$ cat config.mk
export PLATFORM = sky130hd
export DESIGN_NAME = signed_mac
export DESIGN_NICKNAME = d
export VERILOG_FILES = /design/src/rtl/mac_pkg.sv /design/src/rtl/mac_wcell.sv /design/src/rtl/mac_array_mult.sv /design/src/rtl/mac_accum.sv /design/src/rtl/signed_mac.sv
export SDC_FILE = /design/constraint.sdc
export NUM_CORES = 1
export LEC_CHECK = 0
export ABC_AREA = 1
export BUFFER_PORTS_ARGS = -buffer_cell sky130_fd_sc_hd__buf_2
export CORE_MARGIN = 2
export CORE_UTILIZATION = 35
export CTS_CLUSTER_DIAMETER = 60
export CTS_CLUSTER_SIZE = 12
export DETAILED_ROUTE_END_ITERATION = 12
export SLEW_MARGIN = 20
export SYNTH_ARGS = -nofsm -noshare
export SYNTH_HDL_FRONTEND = slang
export SYNTH_SLANG_ARGS = --single-unit
$ cat constraint.sdc
create_clock -name clk -period 22.4 [get_ports clk]
set_clock_uncertainty 0.2 [all_clocks]
set_input_delay 3.36 -clock clk [delete_from_list [all_inputs] [get_ports clk]]
set_output_delay 3.36 -clock clk [all_outputs]
set_load 0.01 [all_outputs]
$ cat src/rtl/mac_pkg.sv
`timescale 1ns/1ps
package mac_pkg;

  localparam int MAC_W     = 8;
  localparam int MAC_ACC_W = 16;

  // Weight mask {x, y, z} of array cell at row i (multiplier bit), column j
  // (multiplicand bit); a set bit marks a subtracted (negative-weight) input.
  // x = local AND term, y = sum from the row above, z = carry from the row above.
  function automatic logic [2:0] arr_neg(input int i, input int j, input int w);
    logic t_neg;
    logic s_neg;
    t_neg = ((i == w - 1) != (j == w - 1));
    s_neg = (j < w - 1) && (j >= w - 1 - i);
    return {t_neg, s_neg, 1'b0};
  endfunction

  // Weight mask {x, y, z} of final ripple stage at product weight k:
  // x = leftover row sum (positive), y = last-row carry (negative except at
  // the top), z = ripple carry (negative; the constant zero at k == w is
  // taken as negative as well).
  function automatic logic [2:0] rip_neg(input int k, input int w);
    return (k == 2 * w - 1) ? 3'b001 : 3'b011;
  endfunction

endpackage

$ cat src/rtl/mac_wcell.sv
`timescale 1ns/1ps
// Generalized full adder. Inputs marked in NEG count with negative weight.
// With n negative inputs the outputs are: n=0 sum+,carry+; n=1 sum-,carry+;
// n=2 sum+,carry-; n=3 sum-,carry-.
module mac_wcell #(
  parameter logic [2:0] NEG = 3'b000
) (
  input  logic x,
  input  logic y,
  input  logic z,
  output logic s,
  output logic co
);
  localparam int   NNEG    = int'(NEG[0]) + int'(NEG[1]) + int'(NEG[2]);
  localparam logic S_FLIP  = (NNEG == 1) || (NNEG == 3);
  localparam logic CO_FLIP = (NNEG >= 2);

  logic ux, uy, uz, fs, fc;

  assign ux = x ^ NEG[2];
  assign uy = y ^ NEG[1];
  assign uz = z ^ NEG[0];
  assign fs = ux ^ uy ^ uz;
  assign fc = (ux & uy) | (uz & (ux ^ uy));
  assign s  = fs ^ S_FLIP;
  assign co = fc ^ CO_FLIP;
endmodule

$ cat src/rtl/mac_array_mult.sv
`timescale 1ns/1ps
module mac_array_mult #(
  parameter int W = mac_pkg::MAC_W
) (
  input  logic [W-1:0]   a,
  input  logic [W-1:0]   b,
  output logic [2*W-1:0] p,
  output logic           top_carry
);
  localparam int PW = 2 * W;

  wire [W-1:0]  s_row [W];
  wire [W-1:0]  c_row [W];
  wire [PW:W]   rc;
  wire [PW-1:0] pw;

  genvar i, j, k;

  // Row 0: AND-only cells, no addition.
  for (j = 0; j < W; j++) begin : g_r0
    assign s_row[0][j] = a[j] & b[0];
    assign c_row[0][j] = 1'b0;
  end

  // Rows 1..W-1: carry-save rows of weighted full adders.
  for (i = 1; i < W; i++) begin : g_row
    for (j = 0; j < W; j++) begin : g_col
      localparam logic [2:0] NEG = mac_pkg::arr_neg(i, j, W);
      if (j == W - 1) begin : g_edge
        mac_wcell #(.NEG(NEG)) u_cell (
          .x (a[j] & b[i]),
          .y (1'b0),
          .z (c_row[i-1][j]),
          .s (s_row[i][j]),
          .co(c_row[i][j])
        );
      end else begin : g_mid
        mac_wcell #(.NEG(NEG)) u_cell (
          .x (a[j] & b[i]),
          .y (s_row[i-1][j+1]),
          .z (c_row[i-1][j]),
          .s (s_row[i][j]),
          .co(c_row[i][j])
        );
      end
    end
  end

  // Low product bits leave the array at column 0 of each row.
  for (i = 0; i < W; i++) begin : g_low
    assign pw[i] = s_row[i][0];
  end

  // High product bits: ripple merge of last-row sums and carries.
  assign rc[W] = 1'b0;
  for (k = W; k < PW; k++) begin : g_fin
    localparam logic [2:0] NEG = mac_pkg::rip_neg(k, W);
    if (k == PW - 1) begin : g_msb
      mac_wcell #(.NEG(NEG)) u_cell (
        .x (1'b0),
        .y (c_row[W-1][k-W]),
        .z (rc[k]),
        .s (pw[k]),
        .co(rc[k+1])
      );
    end else begin : g_mid
      mac_wcell #(.NEG(NEG)) u_cell (
        .x (s_row[W-1][k-W+1]),
        .y (c_row[W-1][k-W]),
        .z (rc[k]),
        .s (pw[k]),
        .co(rc[k+1])
      );
    end
  end

  assign p         = pw;
  assign top_carry = rc[PW];
endmodule

$ cat src/rtl/mac_accum.sv
`timescale 1ns/1ps
module mac_accum #(
  parameter int ACC_W = mac_pkg::MAC_ACC_W
) (
  input  logic             clk,
  input  logic             zero,
  input  logic             load,
  input  logic [ACC_W-1:0] addend,
  output logic [ACC_W-1:0] acc_q,
  output logic             cout
);
  logic [ACC_W-1:0] acc_r;
  wire  [ACC_W-1:0] sum;
  wire  [ACC_W:0]   ch;

  assign ch[0] = 1'b0;

  genvar k;
  for (k = 0; k < ACC_W; k++) begin : g_rip
    mac_wcell #(.NEG(3'b000)) u_cell (
      .x (acc_r[k]),
      .y (addend[k]),
      .z (ch[k]),
      .s (sum[k]),
      .co(ch[k+1])
    );
  end

  always_ff @(posedge clk) begin
    if (zero)      acc_r <= '0;
    else if (load) acc_r <= sum;
  end

  assign acc_q = acc_r;
  assign cout  = ch[ACC_W];
endmodule

$ cat src/rtl/signed_mac.sv
`timescale 1ns/1ps
module signed_mac #(
  parameter int W     = mac_pkg::MAC_W,
  parameter int ACC_W = mac_pkg::MAC_ACC_W
) (
  input  logic             clk,
  input  logic             rst,
  input  logic             acc_en,
  input  logic             clr,
  input  logic [W-1:0]     op_a,
  input  logic [W-1:0]     op_b,
  output logic [ACC_W-1:0] acc_q,
  output logic [2*W-1:0]   prod_q
);
  localparam int PW = 2 * W;

  // Named internal events, observed by the bound checker.
  logic [PW-1:0]    prod_w;
  logic [ACC_W-1:0] ext_prod;
  logic             prod_cout;
  logic             acc_cout;
  logic             acc_zero;
  logic             acc_load;

  mac_array_mult #(.W(W)) u_mult (
    .a        (op_a),
    .b        (op_b),
    .p        (prod_w),
    .top_carry(prod_cout)
  );

  assign ext_prod = ACC_W'($signed(prod_w));
  assign acc_zero = rst | clr;
  assign acc_load = acc_en & ~acc_zero;

  mac_accum #(.ACC_W(ACC_W)) u_acc (
    .clk   (clk),
    .zero  (acc_zero),
    .load  (acc_load),
    .addend(ext_prod),
    .acc_q (acc_q),
    .cout  (acc_cout)
  );

  assign prod_q = prod_w;
endmodule

# Word level (Yosys, flattened, before mapping)

Cells that the tools add are included.

Flip-flop bits (word level): 16
Bits of input ports: 20
Output and inout port bits: 32
Logic and storage cells: 415

Bitwise logic cells: 414

Operators with widths:

| operator    | number |
|---|---|
| $and 1x1->1 | 198 |
| $xor 1x1->1 | 135 |
| $or 1x1->1  | 64 |
| $not 1->1   | 17 |

# Longest topological paths before layout

Depth after elaboration: 34
Gate-level depth with buffers: 28
Depth with buffers taken out: 27

# Hierarchy

Synthesis repeated with hierarchy kept, for this count alone.

Cell total of the unflattened synthesis: 424
Area total of the unflattened synthesis: 3239.4 um^2

By module, submodules not included:

| module                                        | instances | cells an instance | area an instance (um^2) | sequential area each (um^2) |
|---|---|---|---|---|
| mac_wcell (u_mult.g_fin[10].g_mid.u_cell ...) | 42        | 3                 | 27.5                    | 0.0 |
| mac_wcell (u_acc.g_rip[0].u_cell ...)         | 38        | 1                 | 20.0                    | 0.0 |
| mac_accum                                     | 1         | 102               | 674.4                   | 320.3 |
| mac_array_mult                                | 1         | 153               | 624.3                   | 0.0 |
| signed_mac                                    | 1         | 5                 | 23.8                    | 0.0 |

# Worst setup path before layout

No wires, ideal clock.

Path type: input port to output port
From: input port op_b[1]
To: output port prod_q[14]
Data arrival time: 9.539 ns
Data required time: 18.840 ns
Path slack: 9.301 ns
Stages: 22
Buffers on the path: 2
Cell sequence: clkbuf_1 > nand2_1 > inv_1 > ha_1 > inv_1 > fa_1 > inv_1 > fa_1 > inv_1 > fa_1 > fa_1 > fa_1 > fa_1 > ha_1 > fa_1 > fa_1 > fa_1 > fa_1 > fa_1 > inv_1 > fa_1 > buf_4

Word-level cells in the longest chain between the ends: 28
Elaborated cells on any way between the ends: 241
Those cells by class: 241 x bitwise

Ends and longest elaborated chain:

| element                                           | line                             | source |
|---|---|---|
| from (decl)                                       | signed_mac.sv:11                 | `input logic [W-1:0] op_b,` |
| $and 1x1->1                                       | mac_array_mult.sv:39             | `.x (a[j] & b[i]),` |
| $xor 1x1->1                                       | --                               |  |
| $xor 1x1->1, on equally long branches             | mac_wcell.sv:24, mac_wcell.sv:23 |  |
| $and 1x1->1 / $xor 1x1->1 (equally long branches) | mac_wcell.sv:24, mac_wcell.sv:23 |  |
| $or 1x1->1, or another cell as far along          | mac_wcell.sv:24                  | `assign fc = (ux & uy) \| (uz & (ux ^ uy));` |
| $and 1x1->1 / $xor 1x1->1 (equally long branches) | mac_wcell.sv:24, mac_wcell.sv:23 |  |
| $or 1x1->1, or another cell as far along          | mac_wcell.sv:24                  |  |
| $and 1x1->1 / $xor 1x1->1 (equally long branches) | mac_wcell.sv:24, mac_wcell.sv:23 |  |
| [... 12 more ...]                                 | --                               |  |
| $or 1x1->1                                        | mac_wcell.sv:24                  |  |
| $and 1x1->1                                       | mac_wcell.sv:24                  |  |
| $or 1x1->1                                        | mac_wcell.sv:24                  |  |
| $and 1x1->1                                       | mac_wcell.sv:24                  |  |
| $or 1x1->1                                        | mac_wcell.sv:24                  |  |
| $and 1x1->1                                       | mac_wcell.sv:24                  |  |
| $or 1x1->1                                        | mac_wcell.sv:24                  |  |
| $xor 1x1->1 *                                     | mac_wcell.sv:23                  | `assign fs = ux ^ uy ^ uz;` |
| to (decl)                                         | signed_mac.sv:13                 | `output logic [2*W-1:0] prod_q` |

Mark *: on every way between the ends. The rest lies on a longest branch, timed or not.

# Final worst setup path

Same ends and word-level chain as after synthesis.

==> results by group <==
Status
  • Status: finished, final reports clean

Floorplanning
  • Die footprint: 8975 um2
  • IO Pins: 52
  • Die Y: 94.74 um
  • Die W: 94.74 um
  • Core area: 8093 um2
  • Row cnt: 33
  • Initial Util: 35.61%

Critical path
  • Crit Path Class: primary input to primary output
  • Critical Path Sink Type: primary output
  • Critical R2R Launch: u_acc.acc_q[0]
  • Critical path's largest stage delay: 0.54 ns
  • R2R cell count: 23
  • CP cell instances: buf_2, nand2_1, inv_1, ha_1, inv_1, fa_1, inv_1, fa_1, inv_1, fa_1, fa_1, fa_1, fa_1, ha_1, fa_1, fa_1, fa_1, fa_1, fa_1, inv_1, fa_1, buf_2
  • CP arrival: 9.62 ns
  • R2R Setup Slk: 15.38 ns
  • Reg2Reg Capture Point: u_acc.acc_q[15]
  • Crit-path max FO: 8
  • Crit path launch type: primary input
  • Most frequent CP cell: fa_1
  • Crit path buf inv count: 7
  • Crit-path slowest cell: fa_1
  • Critical path's top delay family: adder cells
  • WP data required: 18.84 ns

Clocking
  • Clock latency on the worst-skew pair: 0.25 ns
  • CTS buffer count: 3
  • TritonCTS clock tree: built
  • Clk root buf: clkbuf_8
  • # hold bufs at CTS: 0
  • # Post-CTS Setup Buffers: 0
  • H-tree depth: 1
  • Post-CTS resize count: 0
  • Sink Count: 16
  • Clk buf depth: 2
  • Register clock-pin slew on the reported worst setup and hold paths: 0.06 ns

STA
  • Fin crit share: 58.82%
  • Slew @ Worst Pin: 0.3803 ns
  • Setup TNS: 0 ns
  • Final hold vios: 0
  • Final WS setup: 9.224 ns
  • Max Freq: 0.07590 GHz
  • Slew Limit Fails: 0
  • Final setup fails: 0
  • RSZ-0062 raised after global routing: false
  • Slew HR: 74.59%
  • Fin crit period: 13.18 ns

Layout
  • Fin util: 36.61%
  • Max reg flops: 16
  • Non-filler cells, final: 456
  • Multi-input gate area: 1871 um2
  • Fill count: 886
  • Final #Nets: 444
  • Share of cells above drive strength 1: 19.09%
  • Synth-to-layout area growth: 2.822%
  • Diodes inserted: 0
  • Storage cell area: 320.3 um2

Global routing
  • Initial antenna violation count: 0
  • Gr ovfl total: 0
  • First-pass GRT wire length: 8976 um
  • Gr usage total: 12.54%
  • Number of global-route vias before repair: 2040
  • Largest net degree at the start of global routing: 19

Synth
  • EDFF count, synth: 0
  • Yosys warns: 0
  • Synth Cell Area: 2882 um2
  • Commonest register cell after synthesis: dfxtp_1
  • Syn avg cell area: 8.256 um2
  • Post-synthesis net count: 440
  • Synth top area cells: fa_1 43%, nand2_1 12%, inv_1 12%
  • Synth top area share: 43.07%
  • Compound-Gate Fraction of Synth Area: 4.038%
  • Cells after synthesis: 349
  • Post-synthesis mux area share: 0%
  • Area fraction in and, or, nand and nor cells after synthesis: 13.89%
  • Register area share after synthesis: 11.12%
  • Synth top cells by count: 94 x nand2_1, 90 x inv_1, 62 x fa_1
  • Top-count cell post-synth: nand2_1
  • Post-Synth XOR/XNOR Area: 0%
  • Adder-cell area share of the yosys netlist: 46.98%
  • Ys async rst share: 0%
  • Seq cells post-synth: 16
  • Main combinational cell family by area after synthesis: adder cells
  • Yosys cell types: 16
  • Cell taking the most area after synthesis: fa_1

Place
  • IO Port Bufs: 51
  • Placer Congestion: 0.7570
  • Placed instance count: 453
  • HPWL Detailed: 4303 um
  • Place WS: 9.164 ns

Worst hold path
  • Hold WC Path Type: flip-flop to flip-flop
  • Hold Path Depth: 2
  • HP Start: u_acc.acc_q[1]
  • Hold Path End: u_acc.acc_q[1]

Power and ir drop
  • Worst vdd ir: 0.1282 mV
  • Pwr/cell area: 127.5 nW/um2
  • Total Power: 0.3777 mW
  • Pleak: 1.644 nW

Flow run
  • Max cap viols: 0

Routing
  • WL/cell: 10.64 um
  • Pre-antenna DRT Iters: 4
  • Initial DRC count: 33
  • Via count: 1909
  • DRT antenna net count: 0
  • Via density: 4.186
  • Total wire length: 4854 um
  • Residual DRC: 0
## placed cells by master, fill, tap and decap left out
master	netlist	final
nand2_1	94	94
buf_2	1	51
inv_4	1	1
a21oi_1	2	2
nor2_4	1	1
nor2_1	8	8
a21oi_2	11	11
ha_1	9	9
o21ai_0	2	2
clkbuf_8	0	3
nand4_1	1	1
inv_1	90	90
dfxtp_1	16	16
fa_1	62	62
## final cells by class
type	instances	area share [%]
well taps	105	4.434
clock buffers	3	1.394
flip-flops and latches	16	10.81
repair buffers	51	8.615
multi-input cells	190	63.13
inverters	91	11.61
## worst register-to-register path: cells and delay by family, from the launching register on
family	cells	cell delay, ns
simple gates	5	0.38
fa+ha+maj	15	5.84
flops	1	0.36
buf+inv	3	0.18
## routing by layer
| layer | part of all wire (%) | up-vias | track usage (%) |
|---|---|---|---|
| met2 | 50 | 36 | 23.11 |
| met3 | 5.1 | 5 | 2.554 |
| li1 | - | 935 | - |
| met1 | 44 | 933 | 15.41 |
| met4 | 0.64 | 0 | 1.812 |
| met5 | 0 | - | 0 |
## per-stage QoR
stage	cell area [um2]	hold slack (ns)
after floorplan	2882	0.2590
after global placement	2922	0.2667
after detailed placement	2922	0.2826
after CTS	2963	0.2917
after global routing	2963	0.3108
final	2963	0.2877
## cells by family after synthesis
group                    after synthesis
buffers and inverters                143
flip-flops                            16
AND/OR/NAND/NOR                      104
AO/OA/AOI/OAI                         15
adder cells (fa/ha/maj)               71
## power by group
part / internal [mW] / total [mW] / leakage [nW] / switching (mW)
clock network: 0.0119 / 0.0215 / 0.0216 / 0.00959
logic: 0.137 / 0.318 / 1.49 / 0.181
registers: 0.0351 / 0.0384 / 0.131 / 0.00334
total: 0.184 / 0.378 / 1.64 / 0.194
## worst max path at each step
stage | from | end | slack [ns] | cells after the start
floorplan | op_b[1] | prod_q[14] | 9.30 | 22
global placement | op_b[1] | prod_q[14] | 9.24 | 22
detailed placement | op_b[1] | prod_q[14] | 9.16 | 22
CTS | op_b[1] | prod_q[14] | 9.16 | 22
global route | op_b[1] | prod_q[14] | 8.95 | 22
finish | op_b[1] | prod_q[14] | 9.22 | 22
Note: power is estimated with default switching activity, not from simulation.
